### config.mk
export PLATFORM = sky130hd
export DESIGN_NAME = tmr_gp
export DESIGN_NICKNAME = d
export VERILOG_FILES = /design/src/rtl/tmr_pkg.sv /design/src/rtl/tmr_prescaler.sv /design/src/rtl/tmr_counter.sv /design/src/rtl/tmr_channel.sv /design/src/rtl/tmr_gp.sv
export SDC_FILE = /design/constraint.sdc
export NUM_CORES = 1
export LEC_CHECK = 0
export ABC_CLOCK_PERIOD_IN_PS = 4100
export BUFFER_PORTS_ARGS = -buffer_cell sky130_fd_sc_hd__buf_2
export CAP_MARGIN = 20
export CORE_AREA = 2 2 186 170
export CTS_CLUSTER_DIAMETER = 40
export DETAILED_ROUTE_END_ITERATION = 8
export DIE_AREA = 0 0 188 172
export GPL_ROUTABILITY_DRIVEN = 0
export PLACE_DENSITY = 0.66
export SLEW_MARGIN = 20
export SYNTH_ARGS = -nofsm -noshare
export SYNTH_HDL_FRONTEND = slang
export SYNTH_HIERARCHICAL = 1
export SYNTH_SLANG_ARGS = --single-unit
### constraint.sdc
create_clock -name clk -period 4.1 [get_ports clk]
set_clock_uncertainty 0.15 [all_clocks]
set_input_delay 0.82 -clock clk [delete_from_list [all_inputs] [get_ports clk]]
set_output_delay 0.82 -clock clk [all_outputs]
set_load 0.05 [all_outputs]
### src/rtl/tmr_pkg.sv
package tmr_pkg;
  typedef enum logic [1:0] {
    CM_UP     = 2'd0,
    CM_DOWN   = 2'd1,
    CM_CENTER = 2'd2
  } cnt_mode_e;

  typedef enum logic [1:0] {
    CH_OFF     = 2'd0,
    CH_CAPTURE = 2'd1,
    CH_COMPARE = 2'd2,
    CH_PWM     = 2'd3
  } ch_mode_e;

  localparam logic [3:0] A_CTRL   = 4'd0;
  localparam logic [3:0] A_PSC    = 4'd1;
  localparam logic [3:0] A_ARR    = 4'd2;
  localparam logic [3:0] A_CNT    = 4'd3;
  localparam logic [3:0] A_EVGEN  = 4'd4;
  localparam logic [3:0] A_STATUS = 4'd5;
  localparam logic [3:0] A_CHCFG  = 4'd6;
  localparam logic [3:0] A_EVEN   = 4'd7;
  localparam logic [3:0] A_CCR0   = 4'd8;
endpackage

### src/rtl/tmr_prescaler.sv
module tmr_prescaler #(
  parameter int W = 16
) (
  input  logic         clk,
  input  logic         rst_n,
  input  logic         run,
  input  logic         restart,
  input  logic [W-1:0] shadow,
  output logic         tick
);
  logic [W-1:0] div_q, div_d, act_q, act_d;

  assign tick = run && (div_q == act_q);

  always_comb begin
    div_d = div_q;
    act_d = act_q;
    if (restart) begin
      div_d = '0;
      act_d = shadow;
    end else if (run) begin
      div_d = tick ? '0 : div_q + W'(1);
    end
  end

  always_ff @(posedge clk or negedge rst_n) begin
    if (!rst_n) begin
      div_q <= '0;
      act_q <= '0;
    end else begin
      div_q <= div_d;
      act_q <= act_d;
    end
  end
endmodule

### src/rtl/tmr_counter.sv
module tmr_counter import tmr_pkg::*; #(
  parameter int W = 16
) (
  input  logic         clk,
  input  logic         rst_n,
  input  logic         tick,
  input  logic         reinit,
  input  cnt_mode_e    mode,
  input  logic [W-1:0] arr,
  input  logic         wr_cnt,
  input  logic [W-1:0] wr_val,
  output logic [W-1:0] cnt,
  output logic         down,
  output logic         upd,
  output logic         period_end
);
  logic [W-1:0] cnt_q, cnt_d;
  logic         dn_q, dn_d;

  always_comb begin
    cnt_d      = cnt_q;
    dn_d       = dn_q;
    upd        = 1'b0;
    period_end = 1'b0;
    if (wr_cnt) begin
      cnt_d = wr_val;
    end else if (reinit) begin
      cnt_d = (mode == CM_DOWN) ? arr : '0;
      dn_d  = 1'b0;
    end else if (tick) begin
      case (mode)
        CM_DOWN: begin
          if (cnt_q == '0) begin
            cnt_d = arr; upd = 1'b1; period_end = 1'b1;
          end else cnt_d = cnt_q - W'(1);
        end
        CM_CENTER: begin
          if (arr == '0) cnt_d = '0;
          else if (!dn_q) begin
            if (cnt_q >= arr) begin
              cnt_d = arr - W'(1); dn_d = 1'b1; upd = 1'b1;
            end else cnt_d = cnt_q + W'(1);
          end else begin
            if (cnt_q == '0) begin
              cnt_d = W'(1); dn_d = 1'b0; upd = 1'b1; period_end = 1'b1;
            end else cnt_d = cnt_q - W'(1);
          end
        end
        default: begin
          if (cnt_q >= arr) begin
            cnt_d = '0; upd = 1'b1; period_end = 1'b1;
          end else cnt_d = cnt_q + W'(1);
        end
      endcase
    end
  end

  always_ff @(posedge clk or negedge rst_n) begin
    if (!rst_n) begin
      cnt_q <= '0;
      dn_q  <= 1'b0;
    end else begin
      cnt_q <= cnt_d;
      dn_q  <= dn_d;
    end
  end

  assign cnt  = cnt_q;
  assign down = (mode == CM_DOWN) || ((mode == CM_CENTER) && dn_q);
endmodule

### src/rtl/tmr_channel.sv
module tmr_channel import tmr_pkg::*; #(
  parameter int W = 16
) (
  input  logic         clk,
  input  logic         rst_n,
  input  ch_mode_e     mode,
  input  logic         fall_sel,
  input  logic         pin,
  input  logic [W-1:0] cnt,
  input  logic         wr_ccr,
  input  logic [W-1:0] wr_val,
  output logic [W-1:0] ccr,
  output logic         out,
  output logic         evt
);
  logic         s1_q, s2_q, prev_q, out_q, out_d, hit_q;
  logic [W-1:0] ccr_q, ccr_d;
  logic         edge_ok, hit, cap, cmp_evt;

  always_comb begin
    edge_ok = fall_sel ? (prev_q && !s2_q) : (!prev_q && s2_q);
    hit     = (cnt == ccr_q);
    cap     = (mode == CH_CAPTURE) && edge_ok;
    cmp_evt = ((mode == CH_COMPARE) || (mode == CH_PWM)) && hit && !hit_q;
    ccr_d   = wr_ccr ? wr_val : (cap ? cnt : ccr_q);
    case (mode)
      CH_PWM:     out_d = (cnt < ccr_q);
      CH_COMPARE: out_d = cmp_evt ? !out_q : out_q;
      default:    out_d = 1'b0;
    endcase
  end

  always_ff @(posedge clk or negedge rst_n) begin
    if (!rst_n) begin
      s1_q   <= 1'b0;
      s2_q   <= 1'b0;
      prev_q <= 1'b0;
      ccr_q  <= '0;
      out_q  <= 1'b0;
      hit_q  <= 1'b0;
    end else begin
      s1_q   <= pin;
      s2_q   <= s1_q;
      prev_q <= s2_q;
      ccr_q  <= ccr_d;
      out_q  <= out_d;
      hit_q  <= hit;
    end
  end

  assign ccr = ccr_q;
  assign out = out_q;
  assign evt = cap || cmp_evt;
endmodule

### src/rtl/tmr_gp.sv
module tmr_gp import tmr_pkg::*; #(
  parameter int CNT_W = 16,
  parameter int PSC_W = 16,
  parameter int NCH   = 4
) (
  input  logic               clk,
  input  logic               rst_n,
  input  logic               wr_en,
  input  logic [3:0]         addr,
  input  logic [CNT_W-1:0]   wr_data,
  output logic [CNT_W-1:0]   rd_data,
  input  logic               trig_in,
  input  logic [NCH-1:0]     ch_in,
  output logic [NCH-1:0]     ch_out,
  output logic               irq,
  output logic [2+NCH-1:0]   dma_req
);
  localparam int NEV   = 2 + NCH;
  localparam int CFG_W = 3 * NCH;

  logic             run_q, run_d, opm_q, opm_d;
  cnt_mode_e        mode_q, mode_d;
  logic [PSC_W-1:0] psc_q, psc_d;
  logic [CNT_W-1:0] arr_q, arr_d;
  logic [CFG_W-1:0] cfg_q, cfg_d;
  logic [2*NEV-1:0] en_q, en_d;
  logic [NEV-1:0]   flags_q, flags_d, evt, dma_d;
  logic [NCH-1:0]   ovc_q, ovc_d, cc_evt, ovc_set;
  logic             irq_q, irq_d;
  logic             trg_s1, trg_s2, trg_p;
  logic             sw_upd, trg, reinit, tick, upd_cnt, period_end, dn;
  logic [CNT_W-1:0] cnt;
  logic [CNT_W-1:0] ccr [NCH];

  assign sw_upd = wr_en && (addr == A_EVGEN) && wr_data[0];
  assign trg    = (wr_en && (addr == A_EVGEN) && wr_data[1]) || (trg_s2 && !trg_p);
  assign reinit = sw_upd || trg;

  tmr_prescaler #(.W(PSC_W)) u_psc (
    .clk(clk), .rst_n(rst_n), .run(run_q), .restart(reinit || upd_cnt),
    .shadow(psc_q), .tick(tick)
  );

  tmr_counter #(.W(CNT_W)) u_cnt (
    .clk(clk), .rst_n(rst_n), .tick(tick), .reinit(reinit), .mode(mode_q),
    .arr(arr_q), .wr_cnt(wr_en && (addr == A_CNT)), .wr_val(wr_data),
    .cnt(cnt), .down(dn), .upd(upd_cnt), .period_end(period_end)
  );

  for (genvar i = 0; i < NCH; i++) begin : g_ch
    tmr_channel #(.W(CNT_W)) u_ch (
      .clk(clk), .rst_n(rst_n),
      .mode(ch_mode_e'(cfg_q[3*i +: 2])), .fall_sel(cfg_q[3*i+2]),
      .pin(ch_in[i]), .cnt(cnt),
      .wr_ccr(wr_en && (addr == A_CCR0 + 4'(i))), .wr_val(wr_data),
      .ccr(ccr[i]), .out(ch_out[i]), .evt(cc_evt[i])
    );
    assign ovc_set[i] = cc_evt[i] && (cfg_q[3*i +: 2] == CH_CAPTURE) && flags_q[2+i];
  end

  assign evt = {cc_evt, trg, upd_cnt || reinit};

  always_comb begin
    run_d  = run_q;
    opm_d  = opm_q;
    mode_d = mode_q;
    psc_d  = psc_q;
    arr_d  = arr_q;
    cfg_d  = cfg_q;
    en_d   = en_q;
    flags_d = flags_q;
    ovc_d   = ovc_q;
    if (period_end && opm_q) run_d = 1'b0;
    if (trg) run_d = 1'b1;
    if (wr_en) begin
      case (addr)
        A_CTRL: begin
          run_d  = wr_data[0];
          mode_d = cnt_mode_e'(wr_data[2:1]);
          opm_d  = wr_data[3];
        end
        A_PSC:    psc_d = wr_data[PSC_W-1:0];
        A_ARR:    arr_d = wr_data;
        A_CHCFG:  cfg_d = wr_data[CFG_W-1:0];
        A_EVEN:   en_d  = wr_data[2*NEV-1:0];
        A_STATUS: begin
          flags_d = flags_q & ~wr_data[NEV-1:0];
          ovc_d   = ovc_q & ~wr_data[NEV+NCH-1:NEV];
        end
        default: ;
      endcase
    end
    flags_d = flags_d | evt;
    ovc_d   = ovc_d | ovc_set;
    irq_d   = |(evt & en_q[NEV-1:0]);
    dma_d   = evt & en_q[2*NEV-1:NEV];
  end

  always_ff @(posedge clk or negedge rst_n) begin
    if (!rst_n) begin
      run_q <= 1'b0;  opm_q <= 1'b0;  mode_q <= CM_UP;
      psc_q <= '0;    arr_q <= '0;    cfg_q  <= '0;   en_q <= '0;
      flags_q <= '0;  ovc_q <= '0;    irq_q  <= 1'b0; dma_req <= '0;
      trg_s1 <= 1'b0; trg_s2 <= 1'b0; trg_p  <= 1'b0;
    end else begin
      run_q <= run_d;  opm_q <= opm_d;  mode_q <= mode_d;
      psc_q <= psc_d;  arr_q <= arr_d;  cfg_q  <= cfg_d;  en_q <= en_d;
      flags_q <= flags_d; ovc_q <= ovc_d; irq_q <= irq_d; dma_req <= dma_d;
      trg_s1 <= trig_in; trg_s2 <= trg_s1; trg_p <= trg_s2;
    end
  end

  assign irq = irq_q;

  always_comb begin
    rd_data = '0;
    case (addr)
      A_CTRL:   rd_data[4:0] = {dn, opm_q, mode_q, run_q};
      A_PSC:    rd_data[PSC_W-1:0] = psc_q;
      A_ARR:    rd_data = arr_q;
      A_CNT:    rd_data = cnt;
      A_STATUS: rd_data[NEV+NCH-1:0] = {ovc_q, flags_q};
      A_CHCFG:  rd_data[CFG_W-1:0] = cfg_q;
      A_EVEN:   rd_data[2*NEV-1:0] = en_q;
      default: begin
        for (int i = 0; i < NCH; i++)
          if (addr == A_CCR0 + 4'(i)) rd_data = ccr[i];
      end
    endcase
  end
endmodule

==> metrics.txt, run 1 <==
top-count cell post-synth dfrtp_1; largest net degree at the start of global routing 111; switching portion of total power 42.6%; via count 13300; router iterations before antenna repair 8; first-pass GRT wire length 77900 µm; final count of negative-setup-slack endpoints 0; Final Hold Viols 0; Worst Hold Path EP trg_s2$_DFF_PN0_; Max VDD drop 0.515 mV; share of post-route cells with drive strength above 1 20.1%; FILL cells 2619; setup_tns 0 ps; Mean Syn Cell Area 9.52 µm²; Buffers on Ports 54; DIE AREA 32300 µm²; Placed Area 15800 µm²; CTS hold repair buffers 0; Worst-Margin Slew 895 ps; static leakage 7.38 nW; fin crit period 3710 ps; maximum fanout along the worst path 10; Hold Path Cell Cnt 0; Setup CP Type reg2reg; Syn Inst Count 1581; nets 1762; DR WL/cell 24.5 µm; Resized cells post-CTS 0; Comb power frac 42.4%; startpoint types flip-flop; synth top area cells dfrtp_1 35%, ha_1 7.3%, mux2i_1 5.9%, mux2_2 5.5%, nand2_1 3.8%; f_max 0.270 GHz; Post-synth EDFFs 0; initial antenna violation count 1; post-synthesis sequential area ratio 35.4%; residual DRC count 0; Layout area overhead 13.9%; DIE WIDTH 188 µm; CTS Sinks 213; Yosys cell types 93; Inserted Diodes 0; Int Power 0.00679 W; GRT Overall Usage 31.6%; period utilisation layout 90.5%; synth cell count leaders 213 x dfrtp_1, 151 x nand2_1, 101 x a21oi_1; CTS H-tree lvls 2; CP arrival 3970 ps; met3 wire length 5930 µm; ys flop type dfrtp_1; multi-input combinational cell area 8790 µm²; maximum clock path buffer count 3; HP Start trg_s1$_DFF_PN0_; Setup Buffers After CTS 0; Yosys Warn Count 6; boundary pin count 55; DP HPWL 35900 µm; unrepaired setup endpoints after global routing false; utilization after layout 56.3%; largest area contributor in the netlist dfrtp_1; CTS tree built; Mapped Area 15000 µm²; Net Switching 0.00504 W; Max Transition Viols Final 0; clk_lat worst skew 540 ps; initial cell density of the core 49.4%; FF+latch count, synth 213; antenna viol nets, final 0; metal2 WL 21300 µm; FF-to-FF setup slack 390 ps; status finished clean; syn nets 1697; 1st-iter DRT viols 1800; Max-cap violations 0; max layer used met5; Pwr Density 690 nW/µm²; Yosys top cell area share 35.4%; reg2reg end u_psc/div_q[8]$_DFFE_PN0P_; Reg power frac 30.1%; GRT overflow 0; WP data required 4360 ps; DIE HEIGHT 172 µm; Design Area, Final 17100 µm²; Clk pwr share 27.6%; vias in the first global route 12700; asr flop ratio synth 100%; relative slew slack 40.4%; R2R cell count 13; RR Startpoint arr_q[8]$_DFFE_PN0P_; clock root buffer clkbuf_16; CORE AREA 30500 µm²; FF/Latch Area 5330 µm²; HP Class reg2reg; post-detailed-route via-to-cell ratio 6.39; final wirelength 51100 µm; WL met1 21600 µm; CTS Buf Count 38; critical path capture point type flip-flop; Worst-path clk slew 60 ps; Rows 61
[worst max-delay path, cell delays in order (launching register included)]
cell and delay, ps:
dfrtp_1 590, or4_4 630, nor4_4 330, nand3_1 120
nand2_1 110, nor2_1 140, o21ai_1 290, a21oi_1 120
a221o_2 420, nor2_2 180, nor3_1 100, and4_1 210
xnor2_1 130, nor2_1 50
[metrics by stage]
step | cells | hold WS, ps | worst slack, ps | total power [W]
global placement | 2015 | 186 | 511 | 0.00823
detailed placement | 2015 | 186 | 476 | 0.00840
floorplan | 1581 | 181 | 44.0 | 0.00672
finish | 2085 | 198 | 391 | 0.0118
global route | 2085 | 212 | 305 | 0.0124
CTS | 2085 | 202 | 498 | 0.0117
[layout make-up]
cell class / count / share of cell area [%]
Sequential cell: 213 / 31.1
Timing Repair Buffer: 118 / 4.73
Clock buffer: 43 / 5.90
Clock inverter: 27 / 1.78
Multi-Input combinational cell: 1175 / 51.3
Tap cell: 409 / 2.99
Inverter: 100 / 2.19
[worst max-delay path by stage]
stage / from / end / slack (ps) / cells past startpoint
2_1_floorplan: u_cnt/cnt[0]$_DFFE_PN0P_ / u_psc/div_q[8]$_DFFE_PN0P_ / 40 / 18
3_3_place_gp: arr_q[8]$_DFFE_PN0P_ / u_psc/div_q[8]$_DFFE_PN0P_ / 510 / 13
3_5_place_dp: addr[0] / u_psc/div_q[8]$_DFFE_PN0P_ / 480 / 13
4_1_cts: addr[0] / rd_data[14] / 500 / 7
5_1_grt: arr_q[8]$_DFFE_PN0P_ / u_psc/div_q[8]$_DFFE_PN0P_ / 300 / 13
6_report: arr_q[8]$_DFFE_PN0P_ / u_psc/div_q[8]$_DFFE_PN0P_ / 390 / 13
[power by group through the flow]
stage,sequential (W),combinational [W],clock [W]
global placement,0.00353,0.00470,0
finish,0.00356,0.00501,0.00326
global route,0.00362,0.00542,0.00341
detailed placement,0.00355,0.00485,0
floorplan,0.00332,0.00340,0
CTS,0.00353,0.00488,0.00330
[cell usage in the layout (no fill, tap or decap), drive strengths merged, types with 31 or more instances in the layout]
cell,instances
a21oi,101
buf,118
clkbuf,43
dfrtp,213
ha,88
inv,111
mux2,87
mux2i,88
nand2,152
nand3,49
nor2,88
nor3,31
o21ai,106
xnor2,32
[routing by layer]
| layer | GRT usage [%] | vias up |
|---|---|---|
| met5 | 0 | - |
| met4 | 13.1 | 2 |
| met3 | 8.30 | 171 |
| met2 | 46.6 | 838 |
| met1 | 44.1 | 6422 |
| li1 | - | 5884 |
[state kept, by name, indices dropped and copies added (netlist names), 6 cells and up]
register	flops
dma_req	6
en_q	12
u_cnt/cnt	16
u_psc/div_q	16
g_ch.u_ch/ccr	64
u_psc/act_q	16
flags_q	6
psc_q	16
cfg_q	12
arr_q	16
[kinds of logic (layout without fill, tap and decap cells)]
family	Yosys count	in the layout	share of synthesized area [%]
AND/OR/NAND/NOR	464	464	16.3
buffers and inverters	193	288	6.43
AO/OA/AOI/OAI	373	373	16.2
XOR/XNOR	61	61	3.55
multiplexers	189	189	14.7
flip-flops	213	213	35.4
adder cells (fa/ha/maj)	88	88	7.32
No activity file was read; power rests on OpenSTA's default activity.
==> inputs of run 2 (changes only) <==
Settings changed: CELL_PAD_IN_SITES_DETAIL_PLACEMENT set to 1, CELL_PAD_IN_SITES_GLOBAL_PLACEMENT set to 1, CORE_AREA 2 2 186 170 to 2 2 196 179, DIE_AREA 0 0 188 172 to 0 0 198 181, PLACE_DENSITY 0.66 to 0.74.
==> run 2 against run 1 <==
Against the previous run: non-clock buffer count grew 12; clock-buffer cell count grew 2; first-iteration DRC count shrank 22%; final area grew 2.1%; fmax shrank 0.15%; routed wire length grew 17%; die area grew 11%; largest cell class unchanged; cell count grew 3.4%; clock power grew 16%; critical endpoint is now u_psc/div_q[6]$_DFFE_PN0P_; power grew 7.4%; hold slack lost 62 ps; register-to-register slack is essentially flat.
==> metrics.txt, run 2 (synthesis results as in run 1) <==
most common cell after layout, fill and taps aside dfrtp_1; WP data required 4440 ps; Final Hold Viols 0; FF/Latch Area 5330 µm²; most frequent cells in the layout 213 x dfrtp_1, 151 x nand2_1, 101 x a21oi_1; Setup CP Type reg2reg; boundary pin count 55; initial cell density of the core 44.6%; Inserted Diodes 0; Max VDD drop 0.474 mV; CTS H-tree lvls 2; # placed instances 2080; Layout area overhead 16.3%; CTS tree built; residual DRC count 0; unrepaired setup endpoints after global routing false; CTS Buf Count 41; router iterations before antenna repair 6; hold slack 136 ps; maximum clock path buffer count 3; CTS Sinks 213; Setup Buffers After CTS 0; Rows 64; slowest cell on the critical path dfrtp_1; status finished clean; Resized cells post-CTS 0; DIE WIDTH 198 µm; clock root buffer clkbuf_16; f_max 0.269 GHz; WL met1 24500 µm; FF-to-FF setup slack 390 ps; 1st-iter DRT viols 1398; final count of negative-setup-slack endpoints 0; period utilisation layout 90.6%; share of post-route cells with drive strength above 1 21.0%; Max Transition Viols Final 0; CTS hold repair buffers 0; antenna viol nets, final 0; initial antenna violation count 2; met3 wire length 6350 µm; DP HPWL 41300 µm; post-detailed-route via-to-cell ratio 6.37; max FFs per register 64; final non-filler cell total 2156; HP Class in2async; Max-cap violations 0; DIE HEIGHT 181 µm; Worst-Margin Slew 899 ps; clk_lat worst skew 570 ps; startpoint types flip-flop; Pwr Density 726 nW/µm²; largest net degree at the start of global routing 101; setup_tns 0 ps; FILL cells 3799; DIE AREA 35800 µm²; Worst-path clk slew 60 ps; utilization after layout 51.9%; static leakage 7.53 nW; CORE AREA 33700 µm²; DR WL/cell 27.7 µm; GRT Overall Usage 33.5%; max layer used met5; multi-input combinational cell area 8790 µm²; GRT overflow 0; fin crit period 3710 ps; nets 1777; final wirelength 59700 µm; relative slew slack 40.0%; CP max stage delay 540 ps; Buffers on Ports 54; vias in the first global route 14500; via count 13700; cells along the critical path or4_4 -> nor4_4 -> nand3_1 -> nand2_1 -> nor2_1 -> o21ai_1 -> a21oi_1 -> a221o_2 -> buf_4 -> inv_1 -> o21ai_1 -> nor2_1; total power 0.0127 W; metal2 WL 25700 µm; critical path capture point type flip-flop; CP arrival 4050 ps; maximum fanout along the worst path 27; first-pass GRT wire length 89800 µm
==> run 2: cell types whose count changed in the layout (fill, tap and decap cells not counted), sizes merged <==
cell	before	now
buf	118	130
bufinv	3	7
clkbuf	43	45
clkinv	9	7
clkinvlp	4	5
inv	111	112
==> run 2: worst max-delay path: cells and delay by family (launching register included) <==
family,cells,cell delay [ps]
AND/OR/NAND/NOR,6,1430
AO/OA/AOI/OAI,4,1030
flip-flops,1,540
buffers and inverters,2,490
==> run 2: per-stage QoR <==
stage	area, µm²	setup slack [ps]
floorplan	15000	44.0
detailed placement	16000	443
global placement	16000	503
CTS	17500	460
finish	17500	385
global route	17500	125
==> run 2: final timing paths <==
check | from | end | cells after the start
max in group asynchronous | rst_n | u_cnt/cnt[9]$_DFFE_PN0P_ | 2
max reg2reg | arr_q[9]$_DFFE_PN0P_ | u_psc/div_q[6]$_DFFE_PN0P_ | 12
min in group clk | trg_s1$_DFF_PN0_ | trg_s2$_DFF_PN0_ | 0
max | arr_q[9]$_DFFE_PN0P_ | u_psc/div_q[6]$_DFFE_PN0P_ | 12
min reg2reg | trg_s1$_DFF_PN0_ | trg_s2$_DFF_PN0_ | 0
min | rst_n | g_ch[2].u_ch/s1_q$_DFF_PN0_ | 1
==> run 2: cell type report <==
type / instances / area share (%)
clock buffers: 45 / 6.13
clock inverters: 31 / 2.67
inverters: 100 / 2.14
multi-input cells: 1175 / 50.2
flip-flops and latches: 213 / 30.5
well taps: 462 / 3.30
repair buffers: 130 / 5.08
==> run 2: routing by layer <==
layer / vias up / GRT usage (%)
li1: 5916 / -
met1: 6868 / 44.2
met2: 758 / 50.0
met3: 182 / 10.0
met4: 2 / 16.3
met5: - / 0
==> run 2: power breakdown <==
group	internal (W)	switching [W]	total, W
clock	0.00241	0.00136	0.00377
combinational	0.00208	0.00323	0.00531
sequential	0.00274	0.000895	0.00363
==> inputs of run 3 (changes only) <==
Settings changed: CELL_PAD_IN_SITES_DETAIL_PLACEMENT 1 to 0.
==> run 3 against run 2 <==
Against the previous run: sequential share of layout area rose by 0.40 points; power fell by 6.3%; worst setup slack improved by 39 ps; first-iteration DRC count rose by 16%; combinational power fell by 4.1%; fmax rose by 1.1%; critical path depth did not move; die area did not move; register-to-register slack improved by 40 ps; clock-buffer cell count did not move; cell count fell by 0.23%; global-route usage fell by 3.1 points.
==> metrics.txt, run 3 (synthesis results as in run 1) <==
Max-cap violations 0; Inserted Diodes 0; total power 0.0119 W; cells along the critical path or4_4 -> nor4_4 -> nand3_1 -> nand2_1 -> nor2_1 -> o21ai_1 -> a21oi_1 -> a221o_2 -> buf_4 -> inv_1 -> o21ai_1 -> nor2_1; Worst-Margin Slew 822 ps; Design Area, Final 17300 µm²; hold slack 136 ps; setup_tns 0 ps; most frequent cells in the layout 213 x dfrtp_1, 151 x nand2_1, 101 x a21oi_1; CTS tree built; CTS Sinks 213; CORE AREA 33700 µm²; WP data required 4440 ps; Layout area overhead 14.8%; HP Class in2async; residual DRC count 0; CP max stage delay 540 ps; critical path capture point type flip-flop; first-pass GRT wire length 81900 µm; largest net degree at the start of global routing 101; clock root buffer clkbuf_16; 1st-iter DRT viols 1622; Worst-path clk slew 60 ps; initial cell density of the core 44.6%; GRT Overall Usage 30.4%; post-detailed-route via-to-cell ratio 6.20; static leakage 7.43 nW; nets 1775; most common cell after layout, fill and taps aside dfrtp_1; via count 13300; relative slew slack 45.1%; max FFs per register 64; DR WL/cell 25.3 µm; unrepaired setup endpoints after global routing false; CTS H-tree lvls 2; Placed Area 16000 µm²; period utilisation layout 89.6%; GRT overflow 0; boundary pin count 55; Max Transition Viols Final 0; Resized cells post-CTS 0; DIE WIDTH 198 µm; maximum clock path buffer count 3; Max VDD drop 0.405 mV; final non-filler cell total 2151; vias in the first global route 12700; initial antenna violation count 0; Rows 64; router iterations before antenna repair 6; Pwr Density 689 nW/µm²; DP HPWL 38300 µm; CTS hold repair buffers 0; Buffers on Ports 54; slowest cell on the critical path dfrtp_1; status finished clean; Final Hold Viols 0; R2R cell count 12; CP arrival 4020 ps; DIE AREA 35800 µm²; DIE HEIGHT 181 µm; CTS Buf Count 39; startpoint types flip-flop; # placed instances 2080; final wirelength 54400 µm; antenna viol nets, final 0; fin crit period 3680 ps; Setup CP Type reg2reg; Setup Buffers After CTS 0; maximum fanout along the worst path 27; share of post-route cells with drive strength above 1 20.7%; clk_lat worst skew 570 ps; f_max 0.272 GHz; final count of negative-setup-slack endpoints 0
run 3: final timing paths:
kind                                        startpoint                           end  slack (ps)
max                               arr_q[9]$_DFFE_PN0P_    u_psc/div_q[6]$_DFFE_PN0P_         420
min                                              rst_n  g_ch[2].u_ch/out$_DFFE_PN0P_         140
max reg2reg                       arr_q[9]$_DFFE_PN0P_    u_psc/div_q[6]$_DFFE_PN0P_         420
min reg2reg                g_ch[3].u_ch/s1_q$_DFF_PN0_   g_ch[3].u_ch/s2_q$_DFF_PN0_         200
max in group asynchronous                        rst_n     u_cnt/cnt[13]$_DFFE_PN0P_        2660
min in group clk           g_ch[3].u_ch/s1_q$_DFF_PN0_   g_ch[3].u_ch/s2_q$_DFF_PN0_         200
run 3: stage by stage:
| stage | util (%) | worst slack, ps |
|---|---|---|
| after floorplan | - | 44.0 |
| after CTS | 51.2 | 514 |
| after global placement | 47.3 | 503 |
| final | 51.2 | 425 |
| after global routing | 51.2 | 202 |
| after detailed placement | 47.3 | 545 |
run 3: final cells by class:
type	count	area (µm²)
Fill cell	3142	16400
Sequential cell	213	5330
Tap cell	462	578
Clock inverter	26	275
Clock buffer	45	1040
Multi-Input combinational cell	1175	8790
Timing Repair Buffer	130	888
Inverter	100	375
run 3: power by group:
part | switching [W] | leakage [nW] | internal [W]
Combinational | 0.00304 | 4.15 | 0.00205
Clock | 0.00132 | 0.637 | 0.00190
Sequential | 0.000850 | 2.64 | 0.00274
run 3: critical path: cells and delay by family, from the launching register on:
kind / cells / cell delay [ps]
AOI/OAI and AO/OA: 4 / 1020
and+or+nand+nor: 6 / 1410
buffers and inverters: 2 / 460
DFF: 1 / 540
run 3: metal layers:
| layer | vias up | share of wire (%) | track usage (%) |
|---|---|---|---|
| met1 | 6498 | 44 | 45.6 |
| met4 | 0 | 3.5 | 9.98 |
| met2 | 794 | 42 | 43.9 |
| met3 | 127 | 9.9 | 5.56 |
| met5 | - | 0 | 0 |
| li1 | 5915 | - | - |
